--- src/rtl/ifu_pkg.sv ---
package ifu_pkg;
  typedef enum logic [1:0] {
    SEL_PCR = 2'd0,
    SEL_IFR = 2'd1,
    SEL_IER = 2'd2
  } reg_sel_e;

  localparam int unsigned N_FLG   = 7;
  localparam int unsigned FLG_CA2 = 0;
  localparam int unsigned FLG_CA1 = 1;
  localparam int unsigned FLG_SR  = 2;
  localparam int unsigned FLG_CB2 = 3;
  localparam int unsigned FLG_CB1 = 4;
  localparam int unsigned FLG_T2  = 5;
  localparam int unsigned FLG_T1  = 6;
endpackage

--- src/rtl/ifu_sync_edge.sv ---
module ifu_sync_edge #(
  parameter int unsigned STAGES  = 2,
  parameter logic        RST_VAL = 1'b1
) (
  input  logic clk_i,
  input  logic rst_ni,
  input  logic d_i,
  output logic rise_o,
  output logic fall_o
);
  logic [STAGES:0] sh_q;

  always_ff @(posedge clk_i or negedge rst_ni) begin
    if (!rst_ni) sh_q <= {(STAGES+1){RST_VAL}};
    else         sh_q <= {sh_q[STAGES-1:0], d_i};
  end

  // sh_q[STAGES] is the previous synchronised value
  assign rise_o =  sh_q[STAGES-1] & ~sh_q[STAGES];
  assign fall_o = ~sh_q[STAGES-1] &  sh_q[STAGES];
endmodule

--- src/rtl/ifu_line_trig.sv ---
module ifu_line_trig (
  input  logic [3:0] ctl_i,
  input  logic       rise1_i,
  input  logic       fall1_i,
  input  logic       rise2_i,
  input  logic       fall2_i,
  output logic       trig1_o,
  output logic       trig2_o
);
  // ctl_i[0]: line-1 polarity; ctl_i[3:1]: line-2 mode, top bit = output mode
  assign trig1_o = ctl_i[0] ? rise1_i : fall1_i;
  assign trig2_o = ~ctl_i[3] & (ctl_i[2] ? rise2_i : fall2_i);
endmodule

--- src/rtl/irq_flag_unit.sv ---
module irq_flag_unit
  import ifu_pkg::*;
#(
  parameter int unsigned DW          = 8,
  parameter int unsigned SYNC_STAGES = 2,
  parameter bit          STRICT_CLR  = 1'b0
) (
  input  logic          clk_i,
  input  logic          rst_ni,
  input  logic          t1_set_i,
  input  logic          t2_set_i,
  input  logic          sr_set_i,
  input  logic          ca1_i,
  input  logic          ca2_i,
  input  logic          cb1_i,
  input  logic          cb2_i,
  input  logic          wr_en_i,
  input  logic [1:0]    wr_sel_i,
  input  logic [DW-1:0] wr_data_i,
  input  logic [1:0]    rd_sel_i,
  output logic [DW-1:0] rd_data_o,
  output logic          irq_no
);
  localparam int unsigned NL = 4;
  localparam int unsigned NP = NL / 2;

  logic [DW-1:0]    pcr_q;
  logic [N_FLG-1:0] ifr_q, ier_q, ifr_d, ier_d, set_v, clr_v;
  logic [NL-1:0]    line_v, rise_v, fall_v;
  logic [NP-1:0]    trig1_v, trig2_v;
  logic             any_act;

  // line order: A1, A2, B1, B2
  assign line_v = {cb2_i, cb1_i, ca2_i, ca1_i};

  for (genvar g = 0; g < NL; g++) begin : g_sync
    ifu_sync_edge #(.STAGES(SYNC_STAGES), .RST_VAL(1'b1)) u_sync (
      .clk_i  (clk_i),
      .rst_ni (rst_ni),
      .d_i    (line_v[g]),
      .rise_o (rise_v[g]),
      .fall_o (fall_v[g])
    );
  end

  for (genvar p = 0; p < NP; p++) begin : g_port
    ifu_line_trig u_trig (
      .ctl_i   (pcr_q[4*p +: 4]),
      .rise1_i (rise_v[2*p]),
      .fall1_i (fall_v[2*p]),
      .rise2_i (rise_v[2*p+1]),
      .fall2_i (fall_v[2*p+1]),
      .trig1_o (trig1_v[p]),
      .trig2_o (trig2_v[p])
    );
  end

  always_comb begin
    set_v          = '0;
    set_v[FLG_CA1] = trig1_v[0];
    set_v[FLG_CA2] = trig2_v[0];
    set_v[FLG_CB1] = trig1_v[1];
    set_v[FLG_CB2] = trig2_v[1];
    set_v[FLG_T1]  = t1_set_i;
    set_v[FLG_T2]  = t2_set_i;
    set_v[FLG_SR]  = sr_set_i;
  end

  always_comb begin
    clr_v = '0;
    if (wr_en_i && reg_sel_e'(wr_sel_i) == SEL_IFR && (!STRICT_CLR || wr_data_i[DW-1]))
      clr_v = wr_data_i[N_FLG-1:0];
    ifr_d = (ifr_q & ~clr_v) | set_v;  // new event wins over clear
  end

  always_comb begin
    ier_d = ier_q;
    if (wr_en_i && reg_sel_e'(wr_sel_i) == SEL_IER) begin
      if (wr_data_i[DW-1]) ier_d = ier_q |  wr_data_i[N_FLG-1:0];
      else                 ier_d = ier_q & ~wr_data_i[N_FLG-1:0];
    end
  end

  always_ff @(posedge clk_i or negedge rst_ni) begin
    if (!rst_ni) begin
      ifr_q <= '0;
      ier_q <= '0;
      pcr_q <= '0;
    end else begin
      ifr_q <= ifr_d;
      ier_q <= ier_d;
      if (wr_en_i && reg_sel_e'(wr_sel_i) == SEL_PCR) pcr_q <= wr_data_i;
    end
  end

  assign any_act = |(ifr_q & ier_q);
  assign irq_no  = ~any_act;

  always_comb begin
    unique case (reg_sel_e'(rd_sel_i))
      SEL_PCR: rd_data_o = pcr_q;
      SEL_IFR: rd_data_o = {any_act, ifr_q};
      SEL_IER: rd_data_o = {1'b1, ier_q};
      default: rd_data_o = '0;
    endcase
  end
endmodule

--- config.mk ---
export PLATFORM = sky130hd
export DESIGN_NAME = irq_flag_unit
export DESIGN_NICKNAME = d
export VERILOG_FILES = /design/src/rtl/ifu_pkg.sv /design/src/rtl/ifu_sync_edge.sv /design/src/rtl/ifu_line_trig.sv /design/src/rtl/irq_flag_unit.sv
export SDC_FILE = /design/constraint.sdc
export NUM_CORES = 1
export LEC_CHECK = 0
export BUFFER_PORTS_ARGS = -buffer_cell sky130_fd_sc_hd__buf_4
export CAP_MARGIN = 20
export CORE_ASPECT_RATIO = 0.7
export CORE_MARGIN = 5
export CORE_UTILIZATION = 35
export CTS_BUF_LIST = sky130_fd_sc_hd__clkbuf_16
export DETAILED_ROUTE_END_ITERATION = 6
export HOLD_SLACK_MARGIN = 0.03
export SLEW_MARGIN = 10
export SYNTH_ARGS = -nofsm -noshare
export SYNTH_HDL_FRONTEND = slang
export SYNTH_SLANG_ARGS = --single-unit
export TNS_END_PERCENT = 1
--- constraint.sdc ---
create_clock -name clk_i -period 2.7 [get_ports clk_i]
set_input_delay 0.405 -clock clk_i [delete_from_list [all_inputs] [get_ports clk_i]]
set_output_delay 0.405 -clock clk_i [all_outputs]
set_load 0.01 [all_outputs]
## Yosys cells after proc, flatten, opt, wreduce, memory -nomap -nowiden

Index checks and enable logic that the tools add are counted.

| storage, ports and cells | value |
|---|---|
| register bits after elaboration | 34 |
| bits in latches | 0 |
| memory bits (writable) | 0 |
| bits in read-only memories | 0 |
| bits of input ports | 22 |
| output and inout port bits | 9 |
| word-level logic and storage cells | 52 |
| memories kept | 0 |

| operators by class | value |
|---|---|
| add/subtract/negate cells | 0 |
| multipliers | 0 |
| divide/modulo/power cells | 0 |
| order comparisons | 0 |
| equality and inequality tests | 4 |
| shift-type cells | 0 |
| mux-type cells | 7 |
| bitwise gates (word level) | 28 |
| reductions and logical operators | 6 |

Operators by type and width:

| operator | number |
|---|---|
| 8-bit case mux with 3 select lines | 1 |
| 7-bit AND | 3 |
| 7-bit 2-to-1 mux | 2 |
| 7-bit inverter | 2 |
| 7-bit OR | 2 |
| 1-bit inverter | 11 |
| 1-bit AND | 10 |
| 7-bit OR reduction | 1 |
| 2-bit by 1-bit equality test with 1-bit output (second input constant) | 2 |
| 2-bit equality test (second input constant) | 2 |
| 2-bit zero test | 2 |
| 1-bit 2-to-1 mux | 4 |
| 1-bit logical AND | 3 |

## Logic depth before layout (Yosys ltp)

Gate-level depths: netlist of the first run.

| depth | value |
|---|---|
| depth in word-level cells | 6 |
| gate-level depth with buffers | 4 |
| depth with buffers taken out | 3 |

## Cells and area by module

Synthesis of the first run repeated with hierarchy kept, for this count alone.

| second synthesis, totals | value |
|---|---|
| cell total of the unflattened synthesis | 120 |
| area, all modules | 1550.2 um2 |

By module, submodules not included:

| module | times used | cells each | area an instance (um2) | seq. area each (um2) |
|---|---|---|---|---|
| irq_flag_unit | 1 | 94 | 1117.3 | 550.5 |
| ifu_sync_edge | 4 | 5 | 93.8 | 78.8 |
| ifu_line_trig | 2 | 3 | 28.8 | 0.0 |

## Worst setup path before layout of the first run

No wires, ideal clock.

| path | value |
|---|---|
| kind | input -> output |
| start point | input port rd_sel_i[0] |
| end point | output port rd_data_o[0] |
| arrival time | 1.104 ns |
| required time | 2.295 ns |
| slack | 1.191 ns |
| stages | 4 |
| path buffers | 1 |
| cells stage by stage | buf_2 > nor2b_1 > nand2_1 > o21ai_0 |

| on the way | value |
|---|---|
| word-level cells in the longest chain between the ends | 2 |
| elaborated cells between the ends (all ways) | 4 |
| classes of those cells | eq/ne (2); mux (1); reduce/logical (1) |

Ends and longest elaborated chain:

| what | RTL line | text |
|---|---|---|
| start, declared | irq_flag_unit.sv:20 | `input logic [1:0] rd_sel_i,` |
| 2-bit equality test, or another cell as far along | irq_flag_unit.sv:100 | `unique case (reg_sel_e'(rd_sel_i))` |
| 8-bit case mux with 3 select lines * | irq_flag_unit.sv:100 |  |
| end, declared | irq_flag_unit.sv:21 | `output logic [DW-1:0] rd_data_o,` |

Every way passes the cells marked *; elsewhere a longest branch is shown, timed or not.

## Final worst setup path of the first run

| path | value |
|---|---|
| start point | register ifr_q[6] |
| end point | output port rd_data_o[7] |

| on the way | value |
|---|---|
| word-level cells in the longest chain between the ends | 3 |

Ends and longest elaborated chain:

| what | RTL line | text |
|---|---|---|
| start, declared | irq_flag_unit.sv:28 | `logic [N_FLG-1:0] ifr_q, ier_q, ifr_d, ier_d, set_v, clr_v;` |
| start signal, assigned | irq_flag_unit.sv:90 | `ifr_q <= ifr_d;` |
| 7-bit AND | irq_flag_unit.sv:96 | `assign any_act = \|(ifr_q & ier_q);` |
| 7-bit OR reduction | irq_flag_unit.sv:96 |  |
| 8-bit case mux with 3 select lines | irq_flag_unit.sv:100 |  |

Every way passes these cells.

==> results of run 1 <==
==> cells by family (layout without fill, tap and decap cells) <==
family          after synthesis  in the layout  share of synthesized area, %
simple gates                 37             37                          12.6
compound gates               21             21                          9.77
flops                        34             34                          59.3
buf+inv                       4             38                          1.97
mux                          22             22                          16.4
==> power breakdown <==
group | switching [mW] | leakage, nW | internal [mW] | total (mW)
logic | 0.0910 | 0.373 | 0.122 | 0.213
registers | 0.0548 | 0.373 | 0.588 | 0.643
clock network | 0.192 | 0.0724 | 0.332 | 0.524
total | 0.338 | 0.818 | 1.04 | 1.38
==> layout by cell type, fill, tap and decap left out, types with 2 or more instances in the layout <==
cell type / n
buf_4: 30
dfrtp_1: 22
nand2_1: 21
mux2_2: 14
dfstp_2: 12
mux2i_1: 7
o21ai_0: 7
nor2_1: 7
clkbuf_16: 5
and3b_1: 4
a21o_1: 3
a22oi_1: 2
a21oi_1: 2
o2bb2ai_1: 2
==> per-stage QoR <==
stage / power, mW / instance area [µm²]
after floorplan: 0.759 / 1460
after global placement: 0.860 / 1720
after detailed placement: 0.868 / 1720
after CTS: 1.41 / 1860
after global routing: 1.45 / 1860
final: 1.38 / 1860
==> metal layers <==
metal	track usage, %	vias up
li1	-	479
met1	17.4	515
met2	17.0	25
met3	5.39	5
met4	5.75	0
met5	0	-
==> area by class of cell <==
class                      instances  area, µm²  share of cell area (%)
timing repair buffer              30        225                    12.1
clock buffer                       5        125                    6.73
clock inverter                     3       12.5                   0.673
sequential                        34        866                    46.6
multi-input combinational         80        566                    30.4
tap                               52       65.1                    3.50
==> how the worst min path moves through the flow <==
stage	from	to	slack, ns	cells after the start
floorplan	rst_ni	async pin	0.11	0
global route	rst_ni	pcr_q[1]$_DFFE_PN0P_	0.10	1
CTS	rst_ni	pcr_q[0]$_DFFE_PN0P_	0.08	1
detailed placement	g_sync[0].u_sync.sh_q[0]$_DFF_PN1_	g_sync[0].u_sync.sh_q[1]$_DFF_PN1_	0.35	0
finish	rst_ni	pcr_q[1]$_DFFE_PN0P_	0.07	1
global placement	g_sync[0].u_sync.sh_q[0]$_DFF_PN1_	g_sync[0].u_sync.sh_q[1]$_DFF_PN1_	0.35	0
==> reports/results.txt, run 1 <==
Cell chain of the critical path: a222oi_1 -> and3_1 -> o22ai_1 -> buf_4
Global-route wire length before repair: 5190 µm
Final-report max-slew violation count: 0
Sum of met3 wire segment lengths after detailed routing: 181 µm
Kind of cell with the highest combined delay on the critical path: compound AO/OA/AOI/OAI gates
Crit path from: ifr_q[6]$_DFF_PN0_
Tmin final: 1.98 ns
Fraction of the yosys area taken by sequential cells: 59.3%
Static leakage power: 0.818 nW
Number of library cell types mapped by synthesis: 26
Buffers and inverters on the worst path: 1
Largest net degree at the start of global routing: 35
Required time of the critical path: 2.30 ns
VDD IR-drop max: 0.287 mV
Clock transition at the register clock pins on the worst setup and hold paths after CTS: 0.05 ns
Number of max-cap violations: 0
Area of the die: 0.00558 mm²
Slew Limit Headroom: 64.7%
Pre-CTS WS: 0.928 ns
Worst path slowest cell: dfrtp_1
Grt total ovfl: 0
Final setup vio count: 0
Post-CTS setup buffer count: 0
Final count of hold timing violations: 0
Path type of the worst min-delay path: in -> async
Clock buffer count from CTS: 5
Clock tree from TritonCTS: done
Total number of vias: 1024
Largest area contributor in the netlist: dfrtp_1
Share of the synthesized area in the top cell type: 37.7%
Setup slack of the critical path after layout: 0.718 ns
Most area-consuming cells after synthesis: dfrtp_1 38%, dfstp_2 22%, mux2_2 11%
Clock skew: 0.000680 ns
Main synth FF type: dfrtp_1
First-iteration detailed-routing DRC count: 41
R2R Setup Slk: 1.57 ns
Worst-case reg-to-reg path depth: 3
Overall die height: 64.0 µm
Clock insertion delay at the later pin of the skew report: 0.27 ns
Synthesized instance count: 118
Fraction of the cycle the final worst path needs: 73.4%
Run status: completed
Synthesized flop and latch total: 34
Most used standard cell by instance count after synthesis: dfrtp_1
Crit. End Element: output pin
Hold Slack: 0.0713 ns
Count of input and output buffers: 30
Arrival time reported for the critical path endpoint: 1.58 ns
Average detailed-routed wire length per instance: 15.7 µm
Antenna violations before repair: 0
Layout overhead on the synthesized area: 27.3%
Share of final-layout standard cells stronger than drive strength 1: 42.1%
TritonCTS sink count: 34
Total number of H-tree levels: 2
Unrepaired setup endpoints after global routing: false
HPWL after DPL: 2360 µm
Detailed-route vias per instance: 5.02
Reg2Reg Capture Point: ifr_q[3]$_DFF_PN0_
Buffer cell driving the clock tree root: clkbuf_16
Hold Buf Count CTS: 0
Effective utilization at floorplan: 36.8%
Largest stage delay on the critical path: 0.40 ns
Top layer in use: met4
Count of placed standard cells including taps: 196
Number of nets in the finished design: 173
Rows: 19
Worst setup path endpoint: rd_data_o[7]
Yosys synthesis warning count: 0
Reg2Reg Launch Point: g_sync[3].u_sync.sh_q[2]$_DFF_PN1_
I/O pin cnt: 31
Floorplan die width: 87.2 µm
Measured slew at the worst slew-check pin: 0.529 ns
Antenna fix cells: 0
Largest driver fanout on the critical path: 3
Synth top cells by count: 22 x dfrtp_1, 21 x nand2_1, 14 x mux2_2
CORE AREA: 0.00397 mm²
Post-synthesis instance area: 0.00146 mm²
Cell depth of the worst setup path: 4
Power density over the cells: 742 mW/mm²
Share of synthesized registers carrying an async set or reset: 100%
Total Routed Length: 3200 µm
Critical path launch point type: flip-flop
Post-DRT Antenna Nets: 0
Post-Route Utilization: 46.8%
Number of design rule violations left after detail routing: 0
M1 WL: 1560 µm
Post-cts resize count: 0
Mapped Avg Cell Area: 12.4 µm²
Total nets after synthesis: 140
RD Place Congestion: 0.762
Setup_tns: 0 ns
Number of iterations in the first detailed-routing pass: 4
Filler instances: 378
Type of the setup path with the least slack: reg -> out
Post-route non-filler standard cell count: 204
Fmax: 0.505 GHz
Via count of the first global-routing pass: 1019
Global-route usage over all layers: 12.6%
Met2 routed WL: 1390 µm
EDFF count, synth: 0
Clk buf depth: 2
(Power assumes the default switching activity.)
==> run 2, diff against run 1 <==
- clock period: 2.7 -> 1.9 ns (I/O delays scaled with it)
==> reports/results.txt, run 2 (synthesized netlist as in run 1, its figures left out) <==
Path type of the worst min-delay path: in -> reg
Post-placement cell area: 0.00172 mm² (unchanged)
Number of max-cap violations: 0 (unchanged)
Clock tree from TritonCTS: done
Filler instances: 361 (-4.5%)
Global-route usage over all layers: 13.1% (+0.48 points)
Clock transition at the register clock pins on the worst setup and hold paths after CTS: 0.05 ns (about the same)
VDD IR-drop max: 0.539 mV (+88%)
Clock insertion delay at the later pin of the skew report: 0.27 ns (about the same)
Reg2Reg Capture Point: ifr_q[3]$_DFF_PN0_
Average detailed-routed wire length per instance: 15.9 µm (+1.8%)
Post-CTS setup buffer count: 0 (unchanged)
Slew Limit Headroom: 63.3% (-1.4 points)
Kind of cell with the highest combined delay on the critical path: compound AO/OA/AOI/OAI gates
Buffer cell driving the clock tree root: clkbuf_16
Final setup vio count: 0 (unchanged)
Power density over the cells: 1170 mW/mm² (+58%)
Count of input and output buffers: 30 (unchanged)
Final standard cell area without fillers: 0.00192 mm² (+3.3%)
RD Place Congestion: 0.786 (+3.2%)
Worst path slowest cell: dfrtp_1
Largest net degree at the start of global routing: 35 (unchanged)
Cell chain of the critical path: a222oi_1 -> and3_1 -> o22ai_1 -> buf_4
Floorplan die width: 87.2 µm (unchanged)
Number of nets in the finished design: 174 (+0.58%)
Via count of the first global-routing pass: 1112 (+9.1%)
Clock skew: 0.00108 ns (+0.000402 ns)
Worst-case reg-to-reg path depth: 3 (unchanged)
Required time of the critical path: 1.62 ns (-0.68 ns)
R2R Setup Slk: 0.78 ns (-0.79 ns)
Detailed-route vias per instance: 5.00 (-0.49%)
Reg2Reg Launch Point: g_sync[3].u_sync.sh_q[2]$_DFF_PN1_
Arrival time reported for the critical path endpoint: 1.54 ns (-0.04 ns)
Overall die height: 64.0 µm (unchanged)
Final count of hold timing violations: 0 (unchanged)
Antenna violations before repair: 0 (unchanged)
CORE AREA: 0.00397 mm² (unchanged)
Multi-input gate area: 566 µm² (unchanged)
Most used cells in the layout excluding fill and tap cells: 30 x buf_4, 22 x dfrtp_1, 21 x nand2_1, 14 x mux2_2, 12 x dfstp_2
Largest driver fanout on the critical path: 3 (unchanged)
Total number of vias: 1024 (unchanged)
Effective utilization at floorplan: 36.8% (unchanged)
Total Routed Length: 3270 µm (+2.3%)
Worst setup path endpoint: rd_data_o[7]
Most common cell after layout, fill and taps aside: buf_4
Unrepaired setup endpoints after global routing: false
First-iteration detailed-routing DRC count: 49 (+20%)
Measured slew at the worst slew-check pin: 0.550 ns (+0.0207 ns)
HPWL after DPL: 2340 µm (-0.76%)
Antenna fix cells: 0 (unchanged)
Final-report max-slew violation count: 0 (unchanged)
Clk buf depth: 2 (unchanged)
Post-DRT Antenna Nets: 0 (unchanged)
Tmin final: 1.82 ns
Total area of sequential cells: 866 µm² (unchanged)
Grt total ovfl: 0 (unchanged)
Number of design rule violations left after detail routing: 0 (unchanged)
TritonCTS sink count: 34 (unchanged)
Cell depth of the worst setup path: 4 (unchanged)
Layout overhead on the synthesized area: 31.5%
Hold Slack: 0.116 ns (+0.0452 ns)
Critical path launch point type: flip-flop
Global-route wire length before repair: 5490 µm (+5.7%)
Buffers and inverters on the worst path: 1 (unchanged)
Fraction of the cycle the final worst path needs: 95.9%
Rows: 19 (unchanged)
Static leakage power: 0.842 nW (+2.8%)
Clock buffer count from CTS: 5 (unchanged)
Type of the setup path with the least slack: reg -> out
Post-cts resize count: 0 (unchanged)
Run status: completed
Crit path from: ifr_q[6]$_DFF_PN0_
I/O pin cnt: 31 (unchanged)
Crit. End Element: output pin
Fmax: 0.549 GHz
Largest stage delay on the critical path: 0.40 ns (about the same)
Total number of H-tree levels: 2 (unchanged)
Setup_tns: 0 ns (unchanged)
Share of final-layout standard cells stronger than drive strength 1: 42.5% (+0.38 points)
Number of iterations in the first detailed-routing pass: 4 (unchanged)
Area of the die: 0.00558 mm² (unchanged)
[run 2: cell count changes in the layout (fill, tap and decap cells not counted), sizes merged]
cell         before  now
inv               1    0
clkinv            2    1
dlygate4sd3       0    1
bufinv            0    2
[run 2: through the flow]
stage	std cells	setup slack, ns	util, %	total power, mW
2_1_floorplan	118	0.562	-	1.08
3_3_place_gp	196	0.343	43.4	1.22
3_5_place_dp	196	0.372	43.4	1.23
4_1_cts	205	0.0711	48.4	2.28
5_1_grt	205	0.00555	48.4	2.36
6_report	205	0.0783	48.4	2.25
[run 2: layer usage]
layer  up-vias  part of all wire, %  track usage [%]
li1        486                    -                -
met1       509                   48             17.6
met2        27                   45             18.3
met3         2                  6.5             5.78
met4         0                 0.55             5.75
met5         -                    0                0
[run 2: power breakdown]
part	internal (mW)	switching, mW
clock	0.746	0.283
combinational	0.174	0.132
sequential	0.836	0.0782
[run 2: what timing repair did]
item / 4_1_cts / 5_1_grt
hold buffers: 1 / 0
endpoints found under the hold margin: 22 / 0
setup endpoints to repair: 0 / 0
[run 2: worst reg2reg max path, delay by kind of cell, from the launching register on]
kind,cells,cell delay [ns]
compound gates,2,0.32
flops,1,0.52
simple gates,1,0.17
[run 2: worst min path at each step]
stage / startpoint / end / slack (ns) / cells past startpoint
detailed placement: rst_ni / async pin / 0.26 / 1
CTS: cb1_i / g_sync[2].u_sync.sh_q[0]$_DFF_PN1_ / 0.11 / 1
floorplan: rst_ni / async pin / -0.01 / 0
global route: cb1_i / g_sync[2].u_sync.sh_q[0]$_DFF_PN1_ / 0.10 / 1
finish: cb1_i / g_sync[2].u_sync.sh_q[0]$_DFF_PN1_ / 0.12 / 1
global placement: rst_ni / pcr_q[0]$_DFFE_PN0P_ / 0.25 / 1
[run 2: layout make-up]
| class | instances | share of cell area, % |
|---|---|---|
| Timing Repair Buffer | 31 | 12.2 |
| Tap cell | 52 | 3.39 |
| Sequential cell | 34 | 45.1 |
| Clock buffer | 5 | 6.51 |
| Clock inverter | 3 | 3.32 |
| Multi-Input combinational cell | 80 | 29.4 |
==> run 3, diff against run 2 <==
- ABC_AREA: unset -> 1
==> reports/results.txt, run 3 <==
Number of design rule violations left after detail routing: 0 (unchanged)
Most common cell after layout, fill and taps aside: nand2_1
Setup_tns: 0 ns (unchanged)
Type of the setup path with the least slack: reg -> out
Cell chain of the critical path: nand2_1 -> nand2_1 -> nor2_1 -> nand2_1 -> nand2_1 -> nand2_1 -> buf_4
Detailed-route vias per instance: 4.56 (-8.7%)
Antenna violations before repair: 0 (unchanged)
Clock insertion delay at the later pin of the skew report: 0.28 ns (about the same)
Most used cells in the layout excluding fill and tap cells: 66 x nand2_1, 31 x buf_4, 22 x dfrtp_1, 18 x inv_1, 18 x o21ai_1
Effective utilization at floorplan: 37.2% (+0.37 points)
Cell mode on critical path: nand2_1
Hold Slack: 0.112 ns (-0.00469 ns)
First-iteration detailed-routing DRC count: 33 (-33%)
Share of final-layout standard cells stronger than drive strength 1: 25.0% (-17 points)
Mapped Avg Cell Area: 8.39 µm² (-32%)
Post-DRT Antenna Nets: 0 (unchanged)
Post-CTS setup buffer count: 0 (unchanged)
Layout overhead on the synthesized area: 28.0%
Grt total ovfl: 0 (unchanged)
Final-report max-slew violation count: 0 (unchanged)
Crit. End Element: output pin
Rows: 19 (unchanged)
I/O pin cnt: 31 (unchanged)
Total nets after synthesis: 201 (+44%)
Unrepaired setup endpoints after global routing: false
VDD IR-drop max: 0.558 mV (+3.6%)
Arrival time reported for the critical path endpoint: 1.21 ns (-0.33 ns)
RD Place Congestion: 0.740 (-5.8%)
Power density over the cells: 1000 mW/mm² (-14%)
Fraction of the yosys area taken by sequential cells: 57.7% (-1.6 points)
Static leakage power: 0.960 nW (+14%)
Total number of H-tree levels: 2 (unchanged)
Total Routed Length: 3240 µm (-0.92%)
Most area-consuming cells after synthesis: dfrtp_1 37%, dfstp_2 21%, nand2_1 17%
Path type of the worst min-delay path: in -> reg
Share of the synthesized area in the top cell type: 36.7% (-1.0 points)
Post-Route Utilization: 47.6% (-0.82 points)
CORE AREA: 0.00404 mm² (+1.8%)
Final count of hold timing violations: 0 (unchanged)
Post-synthesis instance area: 0.00150 mm² (+2.8%)
Count of input and output buffers: 30 (unchanged)
Synthesized instance count: 179 (+52%)
Synthesized flop and latch total: 34 (unchanged)
Post-cts resize count: 0 (unchanged)
Measured slew at the worst slew-check pin: 0.425 ns (-0.125 ns)
Tmin final: 1.50 ns (-0.326 ns)
Clock transition at the register clock pins on the worst setup and hold paths after CTS: 0.05 ns (about the same)
Slew Limit Headroom: 71.7% (+8.4 points)
Via count of the first global-routing pass: 1188 (+6.8%)
Fmax: 0.669 GHz (+22%)
Critical path launch point type: flip-flop
Clk buf depth: 2 (unchanged)
Fraction of the cycle the final worst path needs: 78.7% (-17 points)
Area of the die: 0.00572 mm² (+2.4%)
Overall die height: 64.8 µm (+1.2%)
Required time of the critical path: 1.62 ns (about the same)
Synth top cells by count: 66 x nand2_1, 22 x dfrtp_1, 18 x inv_1, 18 x o21ai_1, 15 x nor2_1
Floorplan die width: 88.3 µm (+1.2%)
Worst path slowest cell: dfrtp_1
Number of nets in the finished design: 237 (+36%)
Antenna fix cells: 0 (unchanged)
Total number of vias: 1222 (+19%)
Global-route usage over all layers: 13.0% (-0.17 points)
Most used standard cell by instance count after synthesis: nand2_1
Number of max-cap violations: 0 (unchanged)
Clock tree from TritonCTS: done
Clock skew: 0.00408 ns (+0.00300 ns)
Number of library cell types mapped by synthesis: 18 (-31%)
HPWL after DPL: 2370 µm (+0.98%)
Yosys synthesis warning count: 0 (unchanged)
Share of synthesized registers carrying an async set or reset: 100% (unchanged)
Largest area contributor in the netlist: dfrtp_1
Largest stage delay on the critical path: 0.41 ns (about the same)
Largest driver fanout on the critical path: 3 (unchanged)
TritonCTS sink count: 34 (unchanged)
Final setup vio count: 0 (unchanged)
Main synth FF type: dfrtp_1
Number of iterations in the first detailed-routing pass: 4 (unchanged)
Total area of sequential cells: 866 µm² (unchanged)
Average detailed-routed wire length per instance: 12.1 µm (-24%)
Clock buffer count from CTS: 5 (unchanged)
Global-route wire length before repair: 5440 µm (-0.88%)
Buffer cell driving the clock tree root: clkbuf_16
EDFF count, synth: 0 (unchanged)
Filler instances: 419 (+16%)
Multi-input gate area: 541 µm² (-4.4%)
Run status: completed
Largest net degree at the start of global routing: 35 (unchanged)
run 3: changes by cell type after synthesis, sizes merged, moves of 3 or more:
| cell | change |
|---|---|
| mux2i | -7 |
| nor2 | +10 |
| o21ai | +16 |
| mux2 | -15 |
| a21o | -3 |
| nand3 | +12 |
| nand2 | +44 |
| inv | +19 |
| and3b | -4 |
run 3: layout make-up:
type / instances / area share [%]
Clock buffer: 5 / 6.51
Clock inverter: 3 / 0.586
Inverter: 19 / 3.71
Multi-Input combinational cell: 123 / 28.1
Sequential cell: 34 / 45.1
Tap cell: 52 / 3.39
Timing Repair Buffer: 32 / 12.6
run 3: stage by stage:
stage                     cells  power, mW  cell area, µm²  setup slack, ns
after floorplan             179       1.06            1500            0.864
after global placement      259       1.20            1780            0.559
after detailed placement    259       1.21            1780            0.552
after CTS                   268       1.96            1920            0.384
after global routing        268       2.05            1920            0.266
final                       268       1.93            1920            0.405
run 3: cells by family (layout without fill, tap and decap cells):
logic type | count (synthesis) | count (layout) | synth area share, %
AOI/OAI and AO/OA | 25 | 25 | 8.75
and+or+nand+nor | 98 | 98 | 27.2
buffers and inverters | 22 | 59 | 6.33
DFF | 34 | 34 | 57.7
run 3: worst paths after layout:
kind,cells after the start,to,slack (ns),start
max,7,rd_data_o[7],0.40,ifr_q[1]$_DFF_PN0_
min,1,g_sync[3].u_sync.sh_q[0]$_DFF_PN1_,0.11,cb2_i
max reg2reg,3,ifr_q[0]$_DFF_PN0_,0.99,g_sync[1].u_sync.sh_q[2]$_DFF_PN1_
min reg2reg,0,g_sync[1].u_sync.sh_q[1]$_DFF_PN1_,0.35,g_sync[1].u_sync.sh_q[0]$_DFF_PN1_
max in group asynchronous,2,g_sync[0].u_sync.sh_q[2]$_DFF_PN1_,1.07,rst_ni
min in group asynchronous,2,pcr_q[4]$_DFFE_PN0P_,0.50,rst_ni
run 3: worst max-delay path: cells and delay by family, from the launching register on:
family / cells / cell delay (ns)
simple gates: 6 / 0.39
flops: 1 / 0.41
buf+inv: 1 / 0.14
run 3: what timing repair did:
action,in CTS,in global routing
endpoints found under the setup margin,0,0
hold endpoints to repair,22,0
hold buffers,1,0
run 3: metal layers:
metal  track usage [%]  vias up  routed length (µm)
met2              17.1       32                1290
met3              4.30        7                 218
li1                  -      639                   -
met4              6.79        0                  70
met1              18.6      544                1660
met5                 0        -                   0
run 3: where the power goes:
part | leakage [nW] | internal (mW) | switching [mW]
Clock | 0.0663 | 0.470 | 0.268
Combinational | 0.513 | 0.140 | 0.161
Sequential | 0.381 | 0.824 | 0.0656
Total | 0.960 | 1.43 | 0.495
